### config.mk
export PLATFORM = sky130hd
export DESIGN_NAME = kwdt_top
export DESIGN_NICKNAME = d
export VERILOG_FILES = /design/src/rtl/kwdt_pkg.sv /design/src/rtl/kwdt_regif.sv /design/src/rtl/kwdt_prescaler.sv /design/src/rtl/kwdt_counter.sv /design/src/rtl/kwdt_top.sv
export SDC_FILE = /design/constraint.sdc
export NUM_CORES = 1
export LEC_CHECK = 0
export ABC_CLOCK_PERIOD_IN_PS = 4000
export BUFFER_PORTS_ARGS = -buffer_cell sky130_fd_sc_hd__buf_4
export CAP_MARGIN = 20
export CORE_UTILIZATION = 55
export CTS_BUF_LIST = sky130_fd_sc_hd__clkbuf_4
export DETAILED_ROUTE_END_ITERATION = 8
export MAX_ROUTING_LAYER = met4
export PLACE_DENSITY_LB_ADDON = 0.12
export RECOVER_POWER = 50
export SYNTH_ARGS = -nofsm -noshare
export SYNTH_HDL_FRONTEND = slang
export SYNTH_SLANG_ARGS = --single-unit
### constraint.sdc
create_clock -name clk -period 4 [get_ports clk]
set_clock_uncertainty 0.2 [all_clocks]
set_input_delay 0.2 -clock clk [delete_from_list [all_inputs] [get_ports clk]]
set_output_delay 0.2 -clock clk [all_outputs]
set_load 0.02 [all_outputs]
### src/rtl/kwdt_pkg.sv
// Package: shared constants, register word indices and the prescale
// table for the key-protected watchdog.
// Assumes a 32-bit register interface with word addressing.
package kwdt_pkg;

    typedef enum logic [1:0] {
        ADDR_CNT  = 2'd0,
        ADDR_CTRL = 2'd1,
        ADDR_AUX  = 2'd2,
        ADDR_NONE = 2'd3
    } kwdt_addr_e;

    localparam logic [23:0] KEY_CTRL = 24'hA5A5A5;
    localparam logic [15:0] KEY_CNT  = 16'h5A5A;

    localparam int BIT_RUN  = 7;
    localparam int BIT_PEND = 5;
    localparam int BIT_OVF  = 4;

    localparam int PRE_W = 12;

    // Terminal count (divisor minus one) of the prescaler for a select code.
    function automatic logic [PRE_W-1:0] term_of(input logic [2:0] sel);
        logic [PRE_W-1:0] t;
        case (sel)
            3'd0:    t = PRE_W'(0);
            3'd1:    t = PRE_W'(3);
            3'd2:    t = PRE_W'(15);
            3'd3:    t = PRE_W'(31);
            3'd4:    t = PRE_W'(63);
            3'd5:    t = PRE_W'(127);
            3'd6:    t = PRE_W'(1023);
            default: t = PRE_W'(4095);
        endcase
        return t;
    endfunction

endpackage

### src/rtl/kwdt_regif.sv
// Module: kwdt_regif
// Checks write keys and holds the control fields (run enable, prescale
// select, overflow flag) and the auxiliary byte. A count write with a valid
// key is passed on as a one-cycle strobe. Assumes that overflow set wins
// over a software clear in the same cycle.
module kwdt_regif
    import kwdt_pkg::*;
#(
    parameter int DATA_W = 32,
    parameter int CNT_W  = 16
) (
    input  logic              clk,
    input  logic              rst_n,
    input  logic              wr_en,
    input  logic [1:0]        wr_addr,
    input  logic [DATA_W-1:0] wr_data,
    input  logic              ovf_set,
    output logic              run,
    output logic [2:0]        sel,
    output logic              ovf,
    output logic [7:0]        aux,
    output logic              cnt_wr,
    output logic [CNT_W-1:0]  cnt_wdata
);

    localparam int CK_LO = DATA_W - 24;
    localparam int NK_LO = DATA_W - 16;

    logic ctrl_ok;
    logic aux_ok;

    // Decode key-valid writes per word.
    always_comb begin
        ctrl_ok   = wr_en && (wr_addr == ADDR_CTRL) && (wr_data[DATA_W-1:CK_LO] == KEY_CTRL);
        aux_ok    = wr_en && (wr_addr == ADDR_AUX)  && (wr_data[DATA_W-1:CK_LO] == KEY_CTRL);
        cnt_wr    = wr_en && (wr_addr == ADDR_CNT)  && (wr_data[DATA_W-1:NK_LO] == KEY_CNT);
        cnt_wdata = wr_data[CNT_W-1:0];
    end

    // Control fields: enable and select from an accepted write.
    always_ff @(posedge clk) begin
        if (!rst_n) begin
            run <= 1'b0;
            sel <= 3'd0;
        end else if (ctrl_ok) begin
            run <= wr_data[BIT_RUN];
            sel <= wr_data[2:0];
        end
    end

    // Overflow flag: set by the counter wrap, cleared by writing 0.
    always_ff @(posedge clk) begin
        if (!rst_n) begin
            ovf <= 1'b0;
        end else if (ovf_set) begin
            ovf <= 1'b1;
        end else if (ctrl_ok && !wr_data[BIT_OVF]) begin
            ovf <= 1'b0;
        end
    end

    // Auxiliary byte: plain storage behind the control key.
    always_ff @(posedge clk) begin
        if (!rst_n) begin
            aux <= 8'd0;
        end else if (aux_ok) begin
            aux <= wr_data[7:0];
        end
    end

    p_bad_key_r2: assert property (@(posedge clk) disable iff (!rst_n)
        (wr_en && wr_addr == ADDR_CTRL && wr_data[DATA_W-1:CK_LO] != KEY_CTRL)
        |=> ($stable(run) && $stable(sel)));

    p_ovf_sticky_r9: assert property (@(posedge clk) disable iff (!rst_n)
        (ovf && !ctrl_ok) |=> ovf);

    p_aux_key_r10: assert property (@(posedge clk) disable iff (!rst_n)
        (wr_en && wr_addr == ADDR_AUX && wr_data[DATA_W-1:CK_LO] != KEY_CTRL)
        |=> $stable(aux));

endmodule

### src/rtl/kwdt_prescaler.sv
// Module: kwdt_prescaler
// Divides the clock into count ticks. The phase counter is held at zero
// while the timer is stopped, so the first tick comes a full period after
// the enable. Assumes the select is not changed while the timer runs.
module kwdt_prescaler
    import kwdt_pkg::*;
(
    input  logic             clk,
    input  logic             rst_n,
    input  logic             run,
    input  logic [2:0]       sel,
    output logic             tick
);

    logic [PRE_W-1:0] phase;
    logic [PRE_W-1:0] term;

    // Look up the terminal phase and raise the tick on it.
    always_comb begin
        term = term_of(sel);
        tick = run && (phase >= term);
    end

    // Phase counter: wraps at the terminal, cleared while stopped.
    always_ff @(posedge clk) begin
        if (!rst_n || !run) begin
            phase <= '0;
        end else if (phase >= term) begin
            phase <= '0;
        end else begin
            phase <= phase + PRE_W'(1);
        end
    end

    p_phase_idle_r7: assert property (@(posedge clk) disable iff (!rst_n)
        !run |=> (phase == '0));

endmodule

### src/rtl/kwdt_counter.sv
// Module: kwdt_counter
// Holds the 16-bit up-counter, the holding stage for written values and the
// pending flag, and produces the wrap event and the registered reset pulse.
// A load that completes takes priority over a tick in the same cycle.
module kwdt_counter #(
    parameter int CNT_W    = 16,
    parameter int SYNC_CYC = 2
) (
    input  logic             clk,
    input  logic             rst_n,
    input  logic             tick,
    input  logic             cnt_wr,
    input  logic [CNT_W-1:0] cnt_wdata,
    output logic [CNT_W-1:0] count,
    output logic             pend,
    output logic             wrap,
    output logic             rst_req
);

    localparam int SW = $clog2(SYNC_CYC + 1);

    logic [CNT_W-1:0] staged;
    logic [SW-1:0]    left;
    logic             load_now;

    // Load strobe on the last transfer cycle; wrap on a tick at the top value.
    always_comb begin
        load_now = pend && (left == SW'(1));
        wrap     = tick && !load_now && (count == {CNT_W{1'b1}});
    end

    // Holding stage: capture a write when idle, count down the transfer.
    always_ff @(posedge clk) begin
        if (!rst_n) begin
            staged <= '0;
            left   <= '0;
            pend   <= 1'b0;
        end else if (cnt_wr && !pend) begin
            staged <= cnt_wdata;
            left   <= SW'(SYNC_CYC);
            pend   <= 1'b1;
        end else if (pend) begin
            left <= left - SW'(1);
            if (left == SW'(1)) begin
                pend <= 1'b0;
            end
        end
    end

    // Counter: take the transferred value, else advance on a tick.
    always_ff @(posedge clk) begin
        if (!rst_n) begin
            count <= '0;
        end else if (load_now) begin
            count <= staged;
        end else if (tick) begin
            count <= count + CNT_W'(1);
        end
    end

    // Reset request: one registered pulse per wrap.
    always_ff @(posedge clk) begin
        if (!rst_n) begin
            rst_req <= 1'b0;
        end else begin
            rst_req <= wrap;
        end
    end

    p_pend_hold_r4: assert property (@(posedge clk) disable iff (!rst_n)
        $rose(pend) |=> pend);

    p_pend_done_r4: assert property (@(posedge clk) disable iff (!rst_n)
        (pend && left == SW'(1)) |=> (!pend && count == $past(staged)));

    p_drop_r5: assert property (@(posedge clk) disable iff (!rst_n)
        (pend && cnt_wr) |=> $stable(staged));

    p_hold_r6: assert property (@(posedge clk) disable iff (!rst_n)
        (!tick && !load_now) |=> $stable(count));

    p_pulse_r8: assert property (@(posedge clk) disable iff (!rst_n)
        rst_req |=> !rst_req);

    p_wrap_zero_r8: assert property (@(posedge clk) disable iff (!rst_n)
        rst_req |-> (count == '0));

endmodule

### src/rtl/kwdt_top.sv
// Module: kwdt_top
// Key-protected watchdog: the register interface, the prescaler and the
// counter, plus the read multiplexer. Reads are combinational and return
// zero in key and unused positions. Assumes one clock for the whole block.
module kwdt_top
    import kwdt_pkg::*;
#(
    parameter int DATA_W   = 32,
    parameter int CNT_W    = 16,
    parameter int SYNC_CYC = 2
) (
    input  logic              clk,
    input  logic              rst_n,
    input  logic              wr_en,
    input  logic [1:0]        wr_addr,
    input  logic [DATA_W-1:0] wr_data,
    input  logic [1:0]        rd_addr,
    output logic [DATA_W-1:0] rd_data,
    output logic              rst_req
);

    logic             run;
    logic [2:0]       sel;
    logic             ovf;
    logic [7:0]       aux;
    logic             cnt_wr;
    logic [CNT_W-1:0] cnt_wdata;
    logic             tick;
    logic [CNT_W-1:0] count;
    logic             pend;
    logic             wrap;

    kwdt_regif #(.DATA_W(DATA_W), .CNT_W(CNT_W)) u_regif (
        .clk       (clk),
        .rst_n     (rst_n),
        .wr_en     (wr_en),
        .wr_addr   (wr_addr),
        .wr_data   (wr_data),
        .ovf_set   (wrap),
        .run       (run),
        .sel       (sel),
        .ovf       (ovf),
        .aux       (aux),
        .cnt_wr    (cnt_wr),
        .cnt_wdata (cnt_wdata)
    );

    kwdt_prescaler u_pre (
        .clk   (clk),
        .rst_n (rst_n),
        .run   (run),
        .sel   (sel),
        .tick  (tick)
    );

    kwdt_counter #(.CNT_W(CNT_W), .SYNC_CYC(SYNC_CYC)) u_cnt (
        .clk       (clk),
        .rst_n     (rst_n),
        .tick      (tick),
        .cnt_wr    (cnt_wr),
        .cnt_wdata (cnt_wdata),
        .count     (count),
        .pend      (pend),
        .wrap      (wrap),
        .rst_req   (rst_req)
    );

    // Read multiplexer: assemble each word with zero padding.
    always_comb begin
        case (rd_addr)
            ADDR_CNT:  rd_data = {{(DATA_W-CNT_W){1'b0}}, count};
            ADDR_CTRL: rd_data = {{(DATA_W-8){1'b0}}, run, 1'b0, pend, ovf, 1'b0, sel};
            ADDR_AUX:  rd_data = {{(DATA_W-8){1'b0}}, aux};
            default:   rd_data = '0;
        endcase
    end

    p_flag_with_pulse_r8: assert property (@(posedge clk) disable iff (!rst_n)
        rst_req |-> ovf);

    p_reset_quiet_r1: assert property (@(posedge clk)
        !rst_n |=> (!rst_req && !pend));

endmodule

[Word-level counts from Yosys, hierarchy flattened]
Cells that the tools add are included.
W data, S select, Z words.
Word-level totals
  register bits: 61
  input port bits: 39
Operators by class
  add/subtract/negate cells: 3
  reductions and logical operators: 26
  order comparisons: 1
  muxes and demuxes: 11
  bitwise operators: 1
  equality and inequality tests: 14
Operators with widths (number)
  $pmux W12 S7: 1
  $pmux W16 S3: 1
  $mux W16: 2
  $eq A24 B24 Y1 const B: 1
  $add A16 B1 Y16 const B: 1
  $eq A16 B15 Y1 const B: 1
  $eq A16 B16 Y1 const B: 1
  $add A12 B1 Y12 const B: 1
  $ge A12 B12 Y1: 1
  $logic_and A1 B1 Y1: 12
  $eq A3 B3 Y1 const B: 3
  $eq A2 B1 Y1 const B: 3
  $eq A3 B2 Y1 const B: 2
  $reduce_bool A2 Y1: 3
  $logic_not A1 Y1: 5
  $mux W1: 5
  $eq A2 B2 Y1 const B: 2
  $logic_not A2 Y1: 2
  $mux W2: 2
  $reduce_or A2 Y1: 2
  $eq A3 B1 Y1 const B: 1
  $logic_not A3 Y1: 1
  $sub A2 B1 Y2 const B: 1
  $logic_or A1 B1 Y1: 1
  $not A1 Y1: 1

[Logic depth before layout (Yosys ltp)]
  depth after elaboration: 7
  gate-level depth with buffers: 10
  mapped depth without buffers: 8

[By module]
A second synthesis with hierarchy kept.
Second synthesis, totals
  cell total of the unflattened synthesis: 420
  area total of the unflattened synthesis: 3689.8 µm²
Modules (own cells, without submodules)
  kwdt_counter: cells an instance 191, times used 1, area an instance 1645.3 µm²
  kwdt_prescaler: cells an instance 97, times used 1, area an instance 875.8 µm²
  kwdt_regif: cells an instance 87, times used 1, area an instance 810.8 µm²
  kwdt_top: cells an instance 45, times used 1, area an instance 357.8 µm²

[Worst setup path after synthesis]
No wires, ideal clock.
  path type: reg-to-reg
  from: register u_regif.sel[2]
  to: register u_cnt.count[4]
  arrival: 2.316 ns
  period minus slack after synthesis: 2.654 ns
  stages on the path, launching flop included: 10
  library setup time: 0.137 ns
  setup slack: 1.346 ns
  path buffers: 1
  cell sequence: dfxtp_1 > clkbuf_1 > or3_1 > ha_1 > nand2b_1 > a2111o_1 > a41oi_2 > a21boi_0 > a221oi_1 > a211oi_1
Between the ends
  word-level cells in the longest chain between the ends: 5
  elaborated cells between the ends (all ways): 11
  classes of those cells: 1 x order compare; 6 x eq/ne; 1 x mux; 3 x reduce/logical
Ends and longest elaborated chain
  from (decl): RTL line kwdt_regif.sv:19  | output logic [2:0] sel,
  from (signal assigned): RTL line kwdt_regif.sv:47  | sel <= wr_data[2:0];
  $eq A3 B3 Y1, or another cell as far along: RTL line kwdt_pkg.sv:25  | case (sel)
  $pmux W12 S7 *: RTL line kwdt_pkg.sv:25
  $ge A12 B12 Y1 *: RTL line kwdt_prescaler.sv:21  | tick = run && (phase >= term);
  $logic_and A1 B1 Y1 *: RTL line kwdt_prescaler.sv:21
  $reduce_bool A2 Y1 (no line) *
  to (signal assigned): RTL line kwdt_counter.sv:55  | count <= staged;
  to (signal assigned): RTL line kwdt_counter.sv:57  | count <= count + CNT_W'(1);
  to (decl): RTL line kwdt_counter.sv:14  | output logic [CNT_W-1:0] count,
Every way passes the cells marked *; elsewhere a longest branch is shown, timed or not.
A chain may end at the register's enable or synchronous reset.

[Worst setup path in the final report]
  from: input port wr_data[9]
  to: register u_regif.sel[0]
Between the ends
  word-level cells in the longest chain between the ends: 2
Ends and longest elaborated chain
  from (decl): RTL line kwdt_top.sv:16  | input logic [DATA_W-1:0] wr_data,
  $eq A24 B24 Y1: RTL line kwdt_regif.sv:34  | ctrl_ok = wr_en && (wr_addr == ADDR_CTRL) && (wr_data[DATA_W-1:CK_LO] == KEY_CTRL);
  $logic_and A1 B1 Y1: RTL line kwdt_regif.sv:34
Every way passes these cells.

==> flow_metrics.tcl <==
set metrics [dict create \
    whs_ns 0.0260 \
    route.detailed.drc 0 \
    max_freq_mhz 290 \
    clk_latency_ns 0.41 \
    syn-cell-area_um2 3410 \
    cp-start-kind "input pin" \
    firstDrtPassIters 4 \
    drtIter0Drc 118 \
    ys_seq_area_share_pct 35.8 \
    grt_remaining_overflow 0 \
    antenna_cells 0 \
    syn_inst 376 \
    multi_input_area_um2 1980 \
    antenna_found_initial 0 \
    outcome "finished, violations left" \
    regArea_um2 1220 \
    die_w_um 80.7 \
    hold_viol_final 0 \
    vias 2861 \
    yosys_warnings 0 \
    start_util_pct 57.2 \
    layout-drive-gt1-share_pct 14.4 \
    grt.total_usage_pct 25.5 \
    place_ws_ns 0.784 \
    period_minus_slack_ns 3.45 \
    grt_pass1_wl_um 12400 \
    end_kind "flip-flop" \
    n_fill_cell 505 \
    ios 72 \
    cts_made_buffers 9 \
    grt_pass1_vias 2703 \
    finalMaxSlewViolations 1 \
    synth_edf_count 0 \
    root_buffer "clkbuf_4" \
    ys_seq_elements 61 \
    cts.hold.buffers_added 21 \
    drtAntennaViolNets 0 \
    dieArea_um2 6520 \
    synthFlopType "dfxtp_1" \
    drt-total-wl_um 7690 \
    io_buffers 55 \
    worst_pin_slew_ns 1.50 \
    layout.cells.non_filler 526 \
    violations "max-capacitance violations, max-slew violations" \
    drt-vias-per-instance 5.44 \
    leakage_nw 1.47 \
    cts_tree "done" \
    maxCapViolCount 1 \
    fin_nets 500 \
    setup_ws_ns 0.550 \
    hpwlAfterDp_um 5490 \
    gp_congestion 0.794 \
    yosysUniqueCellTypes 43 \
    fp.dieH_um 80.7 \
    crit_required_ns 4.12 \
    async_reset_ff_share_pct 0 \
    p_per_area_nw_per_um2 289 \
    setup_tns_ns 0 \
    grt_start_max_net_pins 51 \
    clockBufferDepth 2 \
    cp.arrival_ns 3.57 \
    syn_area_per_cell_um2 9.07 \
    cts_resized 0 \
    setup_violations 0 \
    maxSlewHeadroom_pct -0.833 \
    core_um2 5960 \
    final_core_utilization_pct 68.1 \
    cp_max_fo 5 \
    dp.cells 489 \
    clkSinkCount 61 \
    path_class "in -> reg" \
    peakVddDrop_mv 0.225 \
    rsz0062_at_grt "false" \
    cts-htree-levels 3 \
    hold_class "in -> reg" \
    area_growth_pct 18.9 \
    wl_per_cell_um 14.6 \
    period_share_pct 86.3 \
    clk_pin_slew_worst_paths_ns 0.11 \
    cts_setup_buffers 0 \
    rows 28 \
]
==> registers in the layout, summed over array words and instances, names as in the netlist <==
signal and flops:
u_regif.run 1, u_cnt.rst_req 1, u_cnt.left 2, u_regif.aux 8, u_pre.phase 12, u_cnt.pend 1, u_cnt.staged 16, u_regif.sel 3
u_regif.ovf 1, u_cnt.count 16
==> path summary, 6_finish.rpt <==
check	from	end	slack [ns]	depth (start not counted)
setup / recovery	wr_data[9]	u_regif.sel[0]	0.55	8
hold / removal	rst_n	u_cnt.count[3]	0.03	3
setup reg to reg	u_regif.sel[1]	u_cnt.count[4]	0.68	8
hold reg to reg	u_pre.phase[0]	u_pre.phase[0]	0.29	1
==> worst max-delay path: stages <==
cell	delay (ns)
dlygate4sd3_1	0.54
clkbuf_4	0.14
nor4bb_1	0.35
nand4_1	0.18
nor4_1	1.25
mux2i_1	0.29
dlygate4sd3_1	0.58
nor2b_1	0.05
==> power breakdown <==
part           internal (W)  leakage (nW)  total (W)    switching, W
sequential         0.000607         0.491   0.000607  0.000000000363
clock              0.000255        0.0852   0.000474        0.000219
combinational     0.0000463         0.889  0.0000901       0.0000438
total              0.000908          1.47    0.00117        0.000263
==> cell usage after synthesis (2+ instances only) <==
cell       n  area, um2
and4_1     2       17.5
dfxtp_1   61       1220
a21oi_1   19       95.1
nand2b_1   5       31.3
inv_1      6       22.5
clkbuf_1  12       45.0
a21bo_2    3       30.0
xnor2_1   15        131
nor4bb_1   7       70.1
nand2_1   22       82.6
and2_1    10       62.6
buf_4     16        120
nand3b_1   4       30.0
a211oi_1   8       60.1
ha_1      15        188
nor2_1    24       90.1
nand3_1   11       55.1
o21ai_0   24        120
mux2i_1   38        380
buf_2      2       10.0
xor2_1     6       52.6
and3_1     7       43.8
nor2b_1   30        188
a31oi_1    3       18.8
nand4_1    7       43.8
o22ai_1    2       12.5
==> kinds of logic (layout without fill, tap and decap cells) <==
kind of cell | Yosys count | after routing | share of synthesized area, %
mux | 38 | 38 | 11.2
flops | 61 | 61 | 35.8
buf+inv | 38 | 98 | 6.72
simple gates | 137 | 137 | 23.6
xor+xnor | 21 | 21 | 5.39
compound gates | 65 | 65 | 11.7
fa+ha+maj | 15 | 15 | 5.50
other cells | 1 | 16 | 0.110
==> stage by stage <==
stage,total power (W),cell area [um2]
3_5_place_dp,0.000698,3770
2_1_floorplan,0.000670,3470
5_1_grt,0.00121,4060
4_1_cts,0.00118,4130
3_3_place_gp,0.000697,3770
6_report,0.00117,4060
==> placed cells by master, fill, tap and decap left out, drive strengths merged, types with 10 or more instances in the layout <==
cell and instances:
buf 43, conb 16, nand2 22, clkbuf 22
mux2i 38, dlygate4sd3 21, xnor2 15, o21ai 24
nor2b 30, ha 15, nor2 24, nand3 11
a21oi 19, dfxtp 61, and2 10
==> layout make-up <==
cell class,count,area share (%)
clock inverter,6,1.91
multi-input combinational,292,48.9
sequential,61,30.1
clock buffer,10,1.85
tap,75,2.31
timing repair buffer,76,14.3
inverter,6,0.555
==> metal layers <==
layer  GRT usage, %  vias to the layer above  routed length (um)
met5              -                        -                   0
met4           7.32                        0                  87
met3           5.73                        7                 349
met2           42.0                       74                3570
met1           31.1                     1345                3680
li1               -                     1435                   -
Note: power is estimated with default switching activity, not from simulation.
